[config.mk]
export PLATFORM = sky130hd
export DESIGN_NAME = uart_xcvr
export DESIGN_NICKNAME = d
export VERILOG_FILES = /design/src/rtl/uart_xcvr_pkg.sv /design/src/rtl/uart_xcvr_baud.sv /design/src/rtl/uart_xcvr_tx.sv /design/src/rtl/uart_xcvr_rx.sv /design/src/rtl/uart_xcvr.sv
export SDC_FILE = /design/constraint.sdc
export NUM_CORES = 1
export LEC_CHECK = 0
export ABC_AREA = 1
export BUFFER_PORTS_ARGS = -buffer_cell sky130_fd_sc_hd__buf_4
export CAP_MARGIN = 20
export CORE_MARGIN = 1
export CORE_UTILIZATION = 40
export DETAILED_ROUTE_END_ITERATION = 6
export PLACE_DENSITY = 0.6
export SLEW_MARGIN = 20
export SYNTH_ARGS = -nofsm -noshare
export SYNTH_HDL_FRONTEND = slang
export SYNTH_HIERARCHICAL = 1
export SYNTH_SLANG_ARGS = --single-unit
[constraint.sdc]
create_clock -name clk -period 2.7 [get_ports clk]
set_input_delay 0.27 -clock clk [delete_from_list [all_inputs] [get_ports clk]]
set_output_delay 0.27 -clock clk [all_outputs]
set_load 0.03 [all_outputs]
[src/rtl/uart_xcvr_pkg.sv]
`timescale 1ns/1ps
package uart_xcvr_pkg;

    localparam int DW = 9;

    typedef enum logic [2:0] {
        PAR_NONE = 3'd0,
        PAR_EVEN = 3'd1,
        PAR_ODD  = 3'd2,
        PAR_ZERO = 3'd3,
        PAR_ONE  = 3'd4
    } par_mode_e;

    typedef enum logic [1:0] {
        STOP_ONE  = 2'd0,
        STOP_HALF = 2'd1,
        STOP_TWO  = 2'd2
    } stop_mode_e;

    typedef struct packed {
        logic [3:0] len;
        par_mode_e  par;
        stop_mode_e stop;
        logic       msb_first;
    } frame_cfg_t;

    typedef enum logic [2:0] {
        TX_IDLE, TX_START, TX_DATA, TX_PAR, TX_STOP, TX_BRK
    } tx_state_e;

    typedef enum logic [2:0] {
        RX_IDLE, RX_START, RX_DATA, RX_PAR, RX_STOP, RX_WAITHI
    } rx_state_e;

    // ones in the low len positions
    function automatic logic [DW-1:0] len_mask(input logic [3:0] len);
        logic [DW:0] one_hot;
        one_hot = '0;
        one_hot[len] = 1'b1;
        return DW'(one_hot - 1'b1);
    endfunction

    function automatic logic parity_of(input logic [DW-1:0] d, input par_mode_e m);
        case (m)
            PAR_EVEN: return ^d;
            PAR_ODD:  return ~^d;
            PAR_ONE:  return 1'b1;
            default:  return 1'b0;
        endcase
    endfunction

    // data bit carried in slot i of the data field
    function automatic logic [3:0] slot_index(input logic [3:0] len, input logic msb_first,
                                              input logic [3:0] i);
        return msb_first ? (len - 4'd1 - i) : i;
    endfunction

endpackage

[src/rtl/uart_xcvr_baud.sv]
`timescale 1ns/1ps
module uart_xcvr_baud #(
    parameter int DIV_W = 16
) (
    input  logic             clk,
    input  logic             rst_n,
    input  logic [DIV_W-1:0] div,
    output logic             tick
);
    typedef struct packed {
        logic [DIV_W-1:0] cnt;
    } baud_reg_t;

    baud_reg_t q, d;

    always_comb begin
        tick = (q.cnt >= div);
        d = q;
        if (tick) begin
            d.cnt = '0;
        end else begin
            d.cnt = q.cnt + 1'b1;
        end
    end

    always_ff @(posedge clk) begin
        if (!rst_n) begin
            q.cnt <= '0;
        end else begin
            q <= d;
        end
    end
endmodule

[src/rtl/uart_xcvr_tx.sv]
`timescale 1ns/1ps
module uart_xcvr_tx
    import uart_xcvr_pkg::*;
#(
    parameter int OSR = 16
) (
    input  logic          clk,
    input  logic          rst_n,
    input  logic          tick,
    input  frame_cfg_t    cfg,
    input  logic          wr,
    input  logic [DW-1:0] wdata,
    input  logic          brk,
    output logic          busy,
    output logic          txd
);
    localparam int CW = $clog2(2 * OSR);
    localparam logic [CW-1:0] BIT_END  = CW'(OSR - 1);
    localparam logic [CW-1:0] HALF_END = CW'(OSR + OSR / 2 - 1);
    localparam logic [CW-1:0] TWO_END  = CW'(2 * OSR - 1);

    typedef struct packed {
        tx_state_e     state;
        logic [CW-1:0] cnt;
        logic [3:0]    slot;
        logic [DW-1:0] data;
        logic          par;
        logic          line;
    } tx_reg_t;

    tx_reg_t       q, d;
    logic [CW-1:0] end_cnt;
    logic          at_end;
    logic [DW-1:0] masked;

    always_comb begin
        end_cnt = BIT_END;
        if (q.state == TX_STOP) begin
            case (cfg.stop)
                STOP_HALF: end_cnt = HALF_END;
                STOP_TWO:  end_cnt = TWO_END;
                default:   end_cnt = BIT_END;
            endcase
        end
        at_end = tick && (q.cnt == end_cnt);
        masked = wdata & len_mask(cfg.len);

        d = q;
        case (q.state)
            TX_IDLE: begin
                d.line = 1'b1;
                d.cnt  = '0;
                if (brk) begin
                    d.state = TX_BRK;
                    d.line  = 1'b0;
                end else if (wr) begin
                    d.state = TX_START;
                    d.line  = 1'b0;
                    d.data  = masked;
                    d.par   = parity_of(masked, cfg.par);
                end
            end
            TX_BRK: begin
                d.line = 1'b0;
                if (!brk) begin
                    d.state = TX_IDLE;
                    d.line  = 1'b1;
                end
            end
            default: begin
                if (tick) begin
                    d.cnt = q.cnt + 1'b1;
                end
                if (at_end) begin
                    d.cnt = '0;
                    case (q.state)
                        TX_START: begin
                            d.state = TX_DATA;
                            d.slot  = '0;
                            d.line  = q.data[slot_index(cfg.len, cfg.msb_first, 4'd0)];
                        end
                        TX_DATA: begin
                            if (q.slot == cfg.len - 4'd1) begin
                                if (cfg.par != PAR_NONE) begin
                                    d.state = TX_PAR;
                                    d.line  = q.par;
                                end else begin
                                    d.state = TX_STOP;
                                    d.line  = 1'b1;
                                end
                            end else begin
                                d.slot = q.slot + 4'd1;
                                d.line = q.data[slot_index(cfg.len, cfg.msb_first, q.slot + 4'd1)];
                            end
                        end
                        TX_PAR: begin
                            d.state = TX_STOP;
                            d.line  = 1'b1;
                        end
                        default: begin
                            d.state = TX_IDLE;
                            d.line  = 1'b1;
                        end
                    endcase
                end
            end
        endcase
    end

    always_ff @(posedge clk) begin
        if (!rst_n) begin
            q.state <= TX_IDLE;
            q.cnt   <= '0;
            q.slot  <= '0;
            q.data  <= '0;
            q.par   <= 1'b0;
            q.line  <= 1'b1;
        end else begin
            q <= d;
        end
    end

    assign busy = (q.state != TX_IDLE);
    assign txd  = q.line;
endmodule

[src/rtl/uart_xcvr_rx.sv]
`timescale 1ns/1ps
module uart_xcvr_rx
    import uart_xcvr_pkg::*;
#(
    parameter int OSR = 16
) (
    input  logic          clk,
    input  logic          rst_n,
    input  logic          tick,
    input  frame_cfg_t    cfg,
    input  logic          rxd,
    output logic          done,
    output logic          brk,
    output logic          perr,
    output logic          ferr,
    output logic [DW-1:0] dout
);
    localparam int SW = $clog2(OSR);
    localparam logic [SW-1:0] SAMP_A = SW'(OSR / 2 - 1);
    localparam logic [SW-1:0] SAMP_B = SW'(OSR / 2);
    localparam logic [SW-1:0] DECIDE = SW'(OSR / 2 + 1);

    typedef struct packed {
        logic          s1;
        logic          s2;
        rx_state_e     state;
        logic [SW-1:0] cnt;
        logic [1:0]    samp;
        logic [3:0]    slot;
        logic [DW-1:0] data;
        logic          parv;
        logic          done;
        logic          brk;
        logic          perr;
        logic          ferr;
        logic [DW-1:0] dout;
    } rx_reg_t;

    rx_reg_t q, d;
    logic    vote;
    logic    is_break;

    always_comb begin
        vote = (q.samp[1] & q.samp[0]) | (q.samp[1] & q.s2) | (q.samp[0] & q.s2);
        is_break = (q.data == '0) && (cfg.par == PAR_NONE || !q.parv) && !vote;

        d      = q;
        d.s1   = rxd;
        d.s2   = q.s1;
        d.done = 1'b0;
        d.brk  = 1'b0;

        case (q.state)
            RX_IDLE: begin
                if (tick && !q.s2) begin
                    d.state = RX_START;
                    d.cnt   = SW'(1);
                end
            end
            RX_WAITHI: begin
                if (q.s2) begin
                    d.state = RX_IDLE;
                end
            end
            default: begin
                if (tick) begin
                    d.cnt = q.cnt + 1'b1;
                    if (q.cnt == SAMP_A) d.samp[1] = q.s2;
                    if (q.cnt == SAMP_B) d.samp[0] = q.s2;
                    if (q.cnt == DECIDE) begin
                        case (q.state)
                            RX_START: begin
                                if (vote) begin
                                    d.state = RX_IDLE;
                                end else begin
                                    d.state = RX_DATA;
                                    d.slot  = '0;
                                    d.data  = '0;
                                    d.parv  = 1'b0;
                                end
                            end
                            RX_DATA: begin
                                d.data[slot_index(cfg.len, cfg.msb_first, q.slot)] = vote;
                                if (q.slot == cfg.len - 4'd1) begin
                                    d.state = (cfg.par != PAR_NONE) ? RX_PAR : RX_STOP;
                                end else begin
                                    d.slot = q.slot + 4'd1;
                                end
                            end
                            RX_PAR: begin
                                d.parv  = vote;
                                d.state = RX_STOP;
                            end
                            default: begin
                                if (is_break) begin
                                    d.brk = 1'b1;
                                end else begin
                                    d.done = 1'b1;
                                    d.dout = q.data;
                                    d.perr = (cfg.par != PAR_NONE) &&
                                             (q.parv != parity_of(q.data, cfg.par));
                                    d.ferr = !vote;
                                end
                                d.state = vote ? RX_IDLE : RX_WAITHI;
                            end
                        endcase
                    end
                end
            end
        endcase
    end

    always_ff @(posedge clk) begin
        if (!rst_n) begin
            q.s1    <= 1'b1;
            q.s2    <= 1'b1;
            q.state <= RX_IDLE;
            q.cnt   <= '0;
            q.samp  <= '0;
            q.slot  <= '0;
            q.data  <= '0;
            q.parv  <= 1'b0;
            q.done  <= 1'b0;
            q.brk   <= 1'b0;
            q.perr  <= 1'b0;
            q.ferr  <= 1'b0;
            q.dout  <= '0;
        end else begin
            q <= d;
        end
    end

    assign done = q.done;
    assign brk  = q.brk;
    assign perr = q.perr;
    assign ferr = q.ferr;
    assign dout = q.dout;
endmodule

[src/rtl/uart_xcvr.sv]
`timescale 1ns/1ps
module uart_xcvr
    import uart_xcvr_pkg::*;
#(
    parameter int DIV_W = 16,
    parameter int OSR   = 16
) (
    input  logic             clk,
    input  logic             rst_n,
    input  logic [DIV_W-1:0] cfg_div,
    input  logic [3:0]       cfg_len,
    input  logic [2:0]       cfg_par,
    input  logic [1:0]       cfg_stop,
    input  logic             cfg_msb,
    input  logic             tx_wr,
    input  logic [8:0]       tx_data,
    input  logic             tx_brk,
    output logic             tx_busy,
    output logic             txd,
    input  logic             rxd,
    input  logic             rx_rd,
    output logic             rx_valid,
    output logic [8:0]       rx_data,
    input  logic             clr_status,
    output logic             err_par,
    output logic             err_frame,
    output logic             err_ovr,
    output logic             brk_det
);
    typedef struct packed {
        logic          valid;
        logic [DW-1:0] data;
        logic          perr;
        logic          ferr;
        logic          ovr;
        logic          brk;
    } host_reg_t;

    frame_cfg_t    cfg;
    logic          tick;
    logic          rx_done;
    logic          rx_brk;
    logic          rx_perr;
    logic          rx_ferr;
    logic [DW-1:0] rx_dout;
    host_reg_t     q, d;

    always_comb begin
        cfg.len       = (cfg_len < 4'd5) ? 4'd5 : ((cfg_len > 4'd9) ? 4'd9 : cfg_len);
        cfg.par       = (cfg_par > 3'd4) ? PAR_NONE : par_mode_e'(cfg_par);
        cfg.stop      = (cfg_stop == 2'd3) ? STOP_TWO : stop_mode_e'(cfg_stop);
        cfg.msb_first = cfg_msb;
    end

    uart_xcvr_baud #(.DIV_W(DIV_W)) u_baud (
        .clk   (clk),
        .rst_n (rst_n),
        .div   (cfg_div),
        .tick  (tick)
    );

    uart_xcvr_tx #(.OSR(OSR)) u_tx (
        .clk   (clk),
        .rst_n (rst_n),
        .tick  (tick),
        .cfg   (cfg),
        .wr    (tx_wr),
        .wdata (tx_data),
        .brk   (tx_brk),
        .busy  (tx_busy),
        .txd   (txd)
    );

    uart_xcvr_rx #(.OSR(OSR)) u_rx (
        .clk   (clk),
        .rst_n (rst_n),
        .tick  (tick),
        .cfg   (cfg),
        .rxd   (rxd),
        .done  (rx_done),
        .brk   (rx_brk),
        .perr  (rx_perr),
        .ferr  (rx_ferr),
        .dout  (rx_dout)
    );

    always_comb begin
        d = q;
        if (rx_rd) begin
            d.valid = 1'b0;
        end
        if (rx_done) begin
            d.valid = 1'b1;
            d.data  = rx_dout;
            if (q.valid && !rx_rd) d.ovr = 1'b1;
            if (rx_perr) d.perr = 1'b1;
            if (rx_ferr) d.ferr = 1'b1;
        end
        if (rx_brk) begin
            d.brk = 1'b1;
        end
        if (clr_status) begin
            d.perr = 1'b0;
            d.ferr = 1'b0;
            d.ovr  = 1'b0;
            d.brk  = 1'b0;
        end
    end

    always_ff @(posedge clk) begin
        if (!rst_n) begin
            q.valid <= 1'b0;
            q.data  <= '0;
            q.perr  <= 1'b0;
            q.ferr  <= 1'b0;
            q.ovr   <= 1'b0;
            q.brk   <= 1'b0;
        end else begin
            q <= d;
        end
    end

    assign rx_valid  = q.valid;
    assign rx_data   = q.data;
    assign err_par   = q.perr;
    assign err_frame = q.ferr;
    assign err_ovr   = q.ovr;
    assign brk_det   = q.brk;
endmodule

# Yosys cells after proc, flatten, opt, wreduce, memory -nomap -nowiden
# Cells that the tools add are included.
# word_totals
register_bits,91
# op_classes
add_sub_neg,9
order_cmp,10
n_eq_ne,31
muxes,71
bitwise,16
reduce_logical,53
# op_table
operator,count
$mux 36,1
$mux 3,10
$mux 4,7
$mux 27,1
$mux 13,2
$pmux 13 s2,1
$mux 1,23
$lt 4x5->1 const B,4
$pmux 5 s2,2
$reduce_and 5->1,4
$pmux 3 s3,2
$reduce_bool 3->1,6
$reduce_xnor 9->1,2
$reduce_xor 9->1,2
$add 16x1->16 const B,1
$ge 16x16->1,1
$pmux 4 s2,2
$eq 3x2->1 const B,5
$mux 14,1
$add 4x1->4 const B,3
$eq 3x3->1 const B,4
$mux 12,1
$pmux 3 s2,2
$reduce_and 3->1,4
45 further kinds,99

# Depth between registers and ports, before layout
# depth
ltp_word,18
ltp_mapped,23

# Hierarchy
# Netlist, hierarchy kept.
# by_module_without_submodules
mod,n_inst,cells_each,area_per_inst_um2,seq_area_each_um2
uart_xcvr_rx,1,352,2502.4,760.7
uart_xcvr_tx,1,375,2339.7,460.4
uart_xcvr_baud,1,168,1182.4,320.3
uart_xcvr,1,77,561.8,280.3

# Worst setup path before layout
# Ideal clock, no wire load.
# synth_path
path_type,input port to flip-flop
start,input cfg_len[3]
end,"register u_tx.q, in the netlist u_tx/txd"
setup_time_ns,0.058
arrival_time_ns,2.731
t_required_ns,2.642
path_slack_ns,-0.089
stages,20
path_cell_list,inv_1 nand3_1 nand2_1 nand2_1 inv_1 ha_1 or2_1 nand2_2 inv_1 ha_1 xor2_1 o21ai_0 mux2_2 nand2_1 nand3_1 nand2_1 nand2_1 nand2_1 nand2_1 nand2_1
# synth_rtl
element,line,rtl
"start, declared",uart_xcvr.sv:11,"input logic [3:0] cfg_len,"
"end, declared",uart_xcvr_tx.sv:31,"tx_reg_t q, d;"

# Final worst setup path
# layout_path
start,register u_baud/q[0] (netlist bit)
end,register u_tx/q[22] (netlist bit)
# layout_via
elab_chain_cells,4
# layout_rtl
element,line,rtl
"start, declared",uart_xcvr_baud.sv:14,"baud_reg_t q, d;"
$ge 16x16->1,uart_xcvr_baud.sv:17,tick = (q.cnt >= div);
net tick,uart_xcvr.sv:40,logic tick;
$logic_and 1x1->1,uart_xcvr_tx.sv:45,at_end = tick && (q.cnt == end_cnt);
$reduce_bool 3->1 (no source line),--,
$reduce_and 4->1 (no source line),--,
# The timed path passes the listed nets, and every way through them passes these cells.
# A chain may end at the register's enable or synchronous reset.

==> impl_metrics.toml <==
[synth]
synthMuxAreaShare = 0.00171
synth_xor_area_frac = 0.0355
synthTopCellsByArea = "dfxtp_1 28%, nand2_1 11%, ha_1 7.8%, inv_1 7.8%, nand3_1 5.6%"
synth.cell_area_sq_um = 6590
ys_warn_count = 6
ys_seq_area_frac = 0.277
netlist_instances = 972
syn-num-nets = 1057
yosys.cell_types.count = 51
synth_compound_area_frac = 0.137
synth-simple-area-share = 0.349
synth-seq-cells = 91
synth_top_family_by_area = "simple AND/OR/NAND/NOR gates"
synthAdderAreaFrac = 0.0840
synth.avg_cell_area_sq_um = 6.78
yosysTopAreaCell = "dfxtp_1"
netlist.area_leader.share = 0.277

[die]
dieArea_sq_um = 17000
core_area_sq_um = 16000
dieHeight_microns = 130
start_util = 0.412
die_x_microns = 130
rows = 46
ios = 58

[critical_path]
worstPathRequired_ns = 2.94
worstSetupStartpointType = "register"
crit_path_max_fanout = 6
reg2reg_from = "u_baud/q[0]"
worstSetupEndpointType = "register"
worstPathArrival_ns = 2.65
startpoint = "u_baud/q[0]"
worstSetupPathType = "reg -> reg"

[drt]
dr.pass1.iters = 5
via_count = 6115
route.antenna.remaining_nets = 0
drc = 0
first_iter_violations = 246
vias_per_cell = 4.83
wl_microns = 14600
wl_per_cell_microns = 11.5

[hold_path]
min_path_type = "in -> reg"
worstHoldStart = "rxd"

[outcome]
status = "finished clean"

[sta]
fin_ws_ns = 0.288
slew_headroom = 0.482
setup_tns_ns = 0
hold_viol = 0
period_share = 0.893
fmax_mhz = 415
worst_pin_slew_ns = 0.775
fin_crit_ns = 2.41
skew_ns = 0.00727
slew_violations = 0
setup_viol = 0

[layout]
antenna_cells = 0
final_core_utilization = 0.477
instances_no_fill = 1267
nFillCells = 1675
nets = 1131
area_growth_pct = 16.0
drive_gt1_frac = 0.195

[global_routing]
grt_pass1_wl_microns = 24900
grt_pass1_vias = 5499
grt_antenna_before_repair = 0
grt_usage = 0.182
gr-total-overflow = 0
grt_max_degree = 25

[power]
leakage_nw = 3.64
finalPower_mw = 3.73
power.density_nw_per_um2 = 489
vdd_drop_max_mv = 0.268

[cts]
cts_root_buf = "clkbuf_16"
clk_latency_ns = 0.35
cts_setup_buffers = 0
cts_buffer_depth = 2
cts_tree = "built"
cts_buffers = 9
h-tree-depth = 3
cts_sinks = 91
path_clk_slew_ns = 0.07

[place]
place_inst = 1251
post-dp-hpwl_microns = 11300
io_buffers = 57
pre_cts_ws_ns = 0.00749
gp_congestion = 0.846

[flow_run]
maxCapViolCount = 0
[final timing paths]
kind	depth (start not counted)	slack, ns	end
setup / recovery	19	0.29	u_tx/q[22]
hold / removal	2	0.12	u_rx/d[36]
setup reg to reg	19	0.29	u_tx/q[22]
hold reg to reg	1	0.43	u_rx/q[36]
[cell usage in the layout (no fill, tap or decap), types with 18 or more instances in the layout]
| master | n |
|---|---|
| o21ai_0 | 53 |
| nand2_1 | 190 |
| ha_1 | 41 |
| buf_4 | 87 |
| nand4_1 | 24 |
| nor2_1 | 97 |
| inv_1 | 136 |
| inv_2 | 20 |
| nand2_2 | 20 |
| nand3_2 | 18 |
| nand3_1 | 74 |
| dfxtp_1 | 91 |
| a21oi_1 | 67 |
[layout make-up]
cell class | instances | area, sq um | share of cell area
sequential | 91 | 1820 | 0.238
tap | 216 | 270 | 0.0354
inverter | 158 | 596 | 0.0780
clock inverter | 6 | 46.3 | 0.00606
timing repair buffer | 87 | 653 | 0.0855
clock buffer | 10 | 239 | 0.0313
multi-input combinational | 699 | 4010 | 0.525
[layer usage]
metal / track usage / wire [microns] / vias to the layer above
met5: 0 / 0 / -
met4: 0.0568 / 225 / 0
met3: 0.0365 / 543 / 16
met2: 0.300 / 6450 / 101
met1: 0.238 / 7370 / 2701
li1: - / - / 3297
[critical path, stage by stage (launching register included)]
cell and delay (ns):
dfxtp_1 0.37, inv_2 0.07, ha_1 0.27, nand2_1 0.06
nor2_1 0.04, nor2_1 0.08, nand2_1 0.06, nand2_1 0.05
nand2_1 0.06, nand2_1 0.11, nand2_2 0.12, and3_1 0.22
nand3_1 0.15, nand2_1 0.09, nor2_2 0.11, inv_1 0.06
nand2_1 0.12, inv_2 0.06, o21ai_0 0.15, a21oi_1 0.06
[synth_stat cells (all sizes together)]
cell type  number
mux2            1
a211oi          6
buf            18
a221oi          1
clkinv          1
a311oi          1
o31ai           2
nand3          93
fa              2
nor3            9
o21a            2
o211ai          5
ha             41
and3            2
a21oi          71
nand3b          2
or2             4
clkbuf          6
xor2           15
inv           157
nor4            3
a41oi           1
nand2         215
o21ai          68
dfxtp          91
nand4          25
xnor2          10
nor2          116
a21boi          1
a31oi           3
[repair_timing]
action                                  CTS  global route
endpoints found under the hold margin     0             0
resized for setup                         0             6
endpoints found under the setup margin    0            27
hold buffers                              0             0
[registers in the layout, summed over array words and instances (netlist names), 9 cells and up]
signal,cells
rx_data,9
u_baud/q,16
u_rx/dout,9
u_rx/q,24
u_tx/q,22
[metrics by stage]
step / hold slack [ns] / cell area [sq um]
3_3_place_gp: 0.407 / 7340
2_1_floorplan: 0.377 / 6590
4_1_cts: 0.106 / 7630
6_report: 0.117 / 7640
3_5_place_dp: 0.406 / 7340
5_1_grt: 0.105 / 7640
[cells by family (layout without fill, tap and decap cells)]
logic type | count (synthesis) | in the layout
fa+ha+maj | 43 | 43
xor+xnor | 25 | 25
mux | 1 | 1
flops | 91 | 91
simple gates | 469 | 469
buf+inv | 182 | 261
compound gates | 161 | 161
[power breakdown]
group	leakage [nW]	total [mW]	internal (mW)	switching, mW
clock network	0.136	1.22	0.658	0.566
registers	0.737	1.49	1.41	0.0749
logic	2.77	1.02	0.375	0.645
No activity file was read; power rests on OpenSTA's default activity.
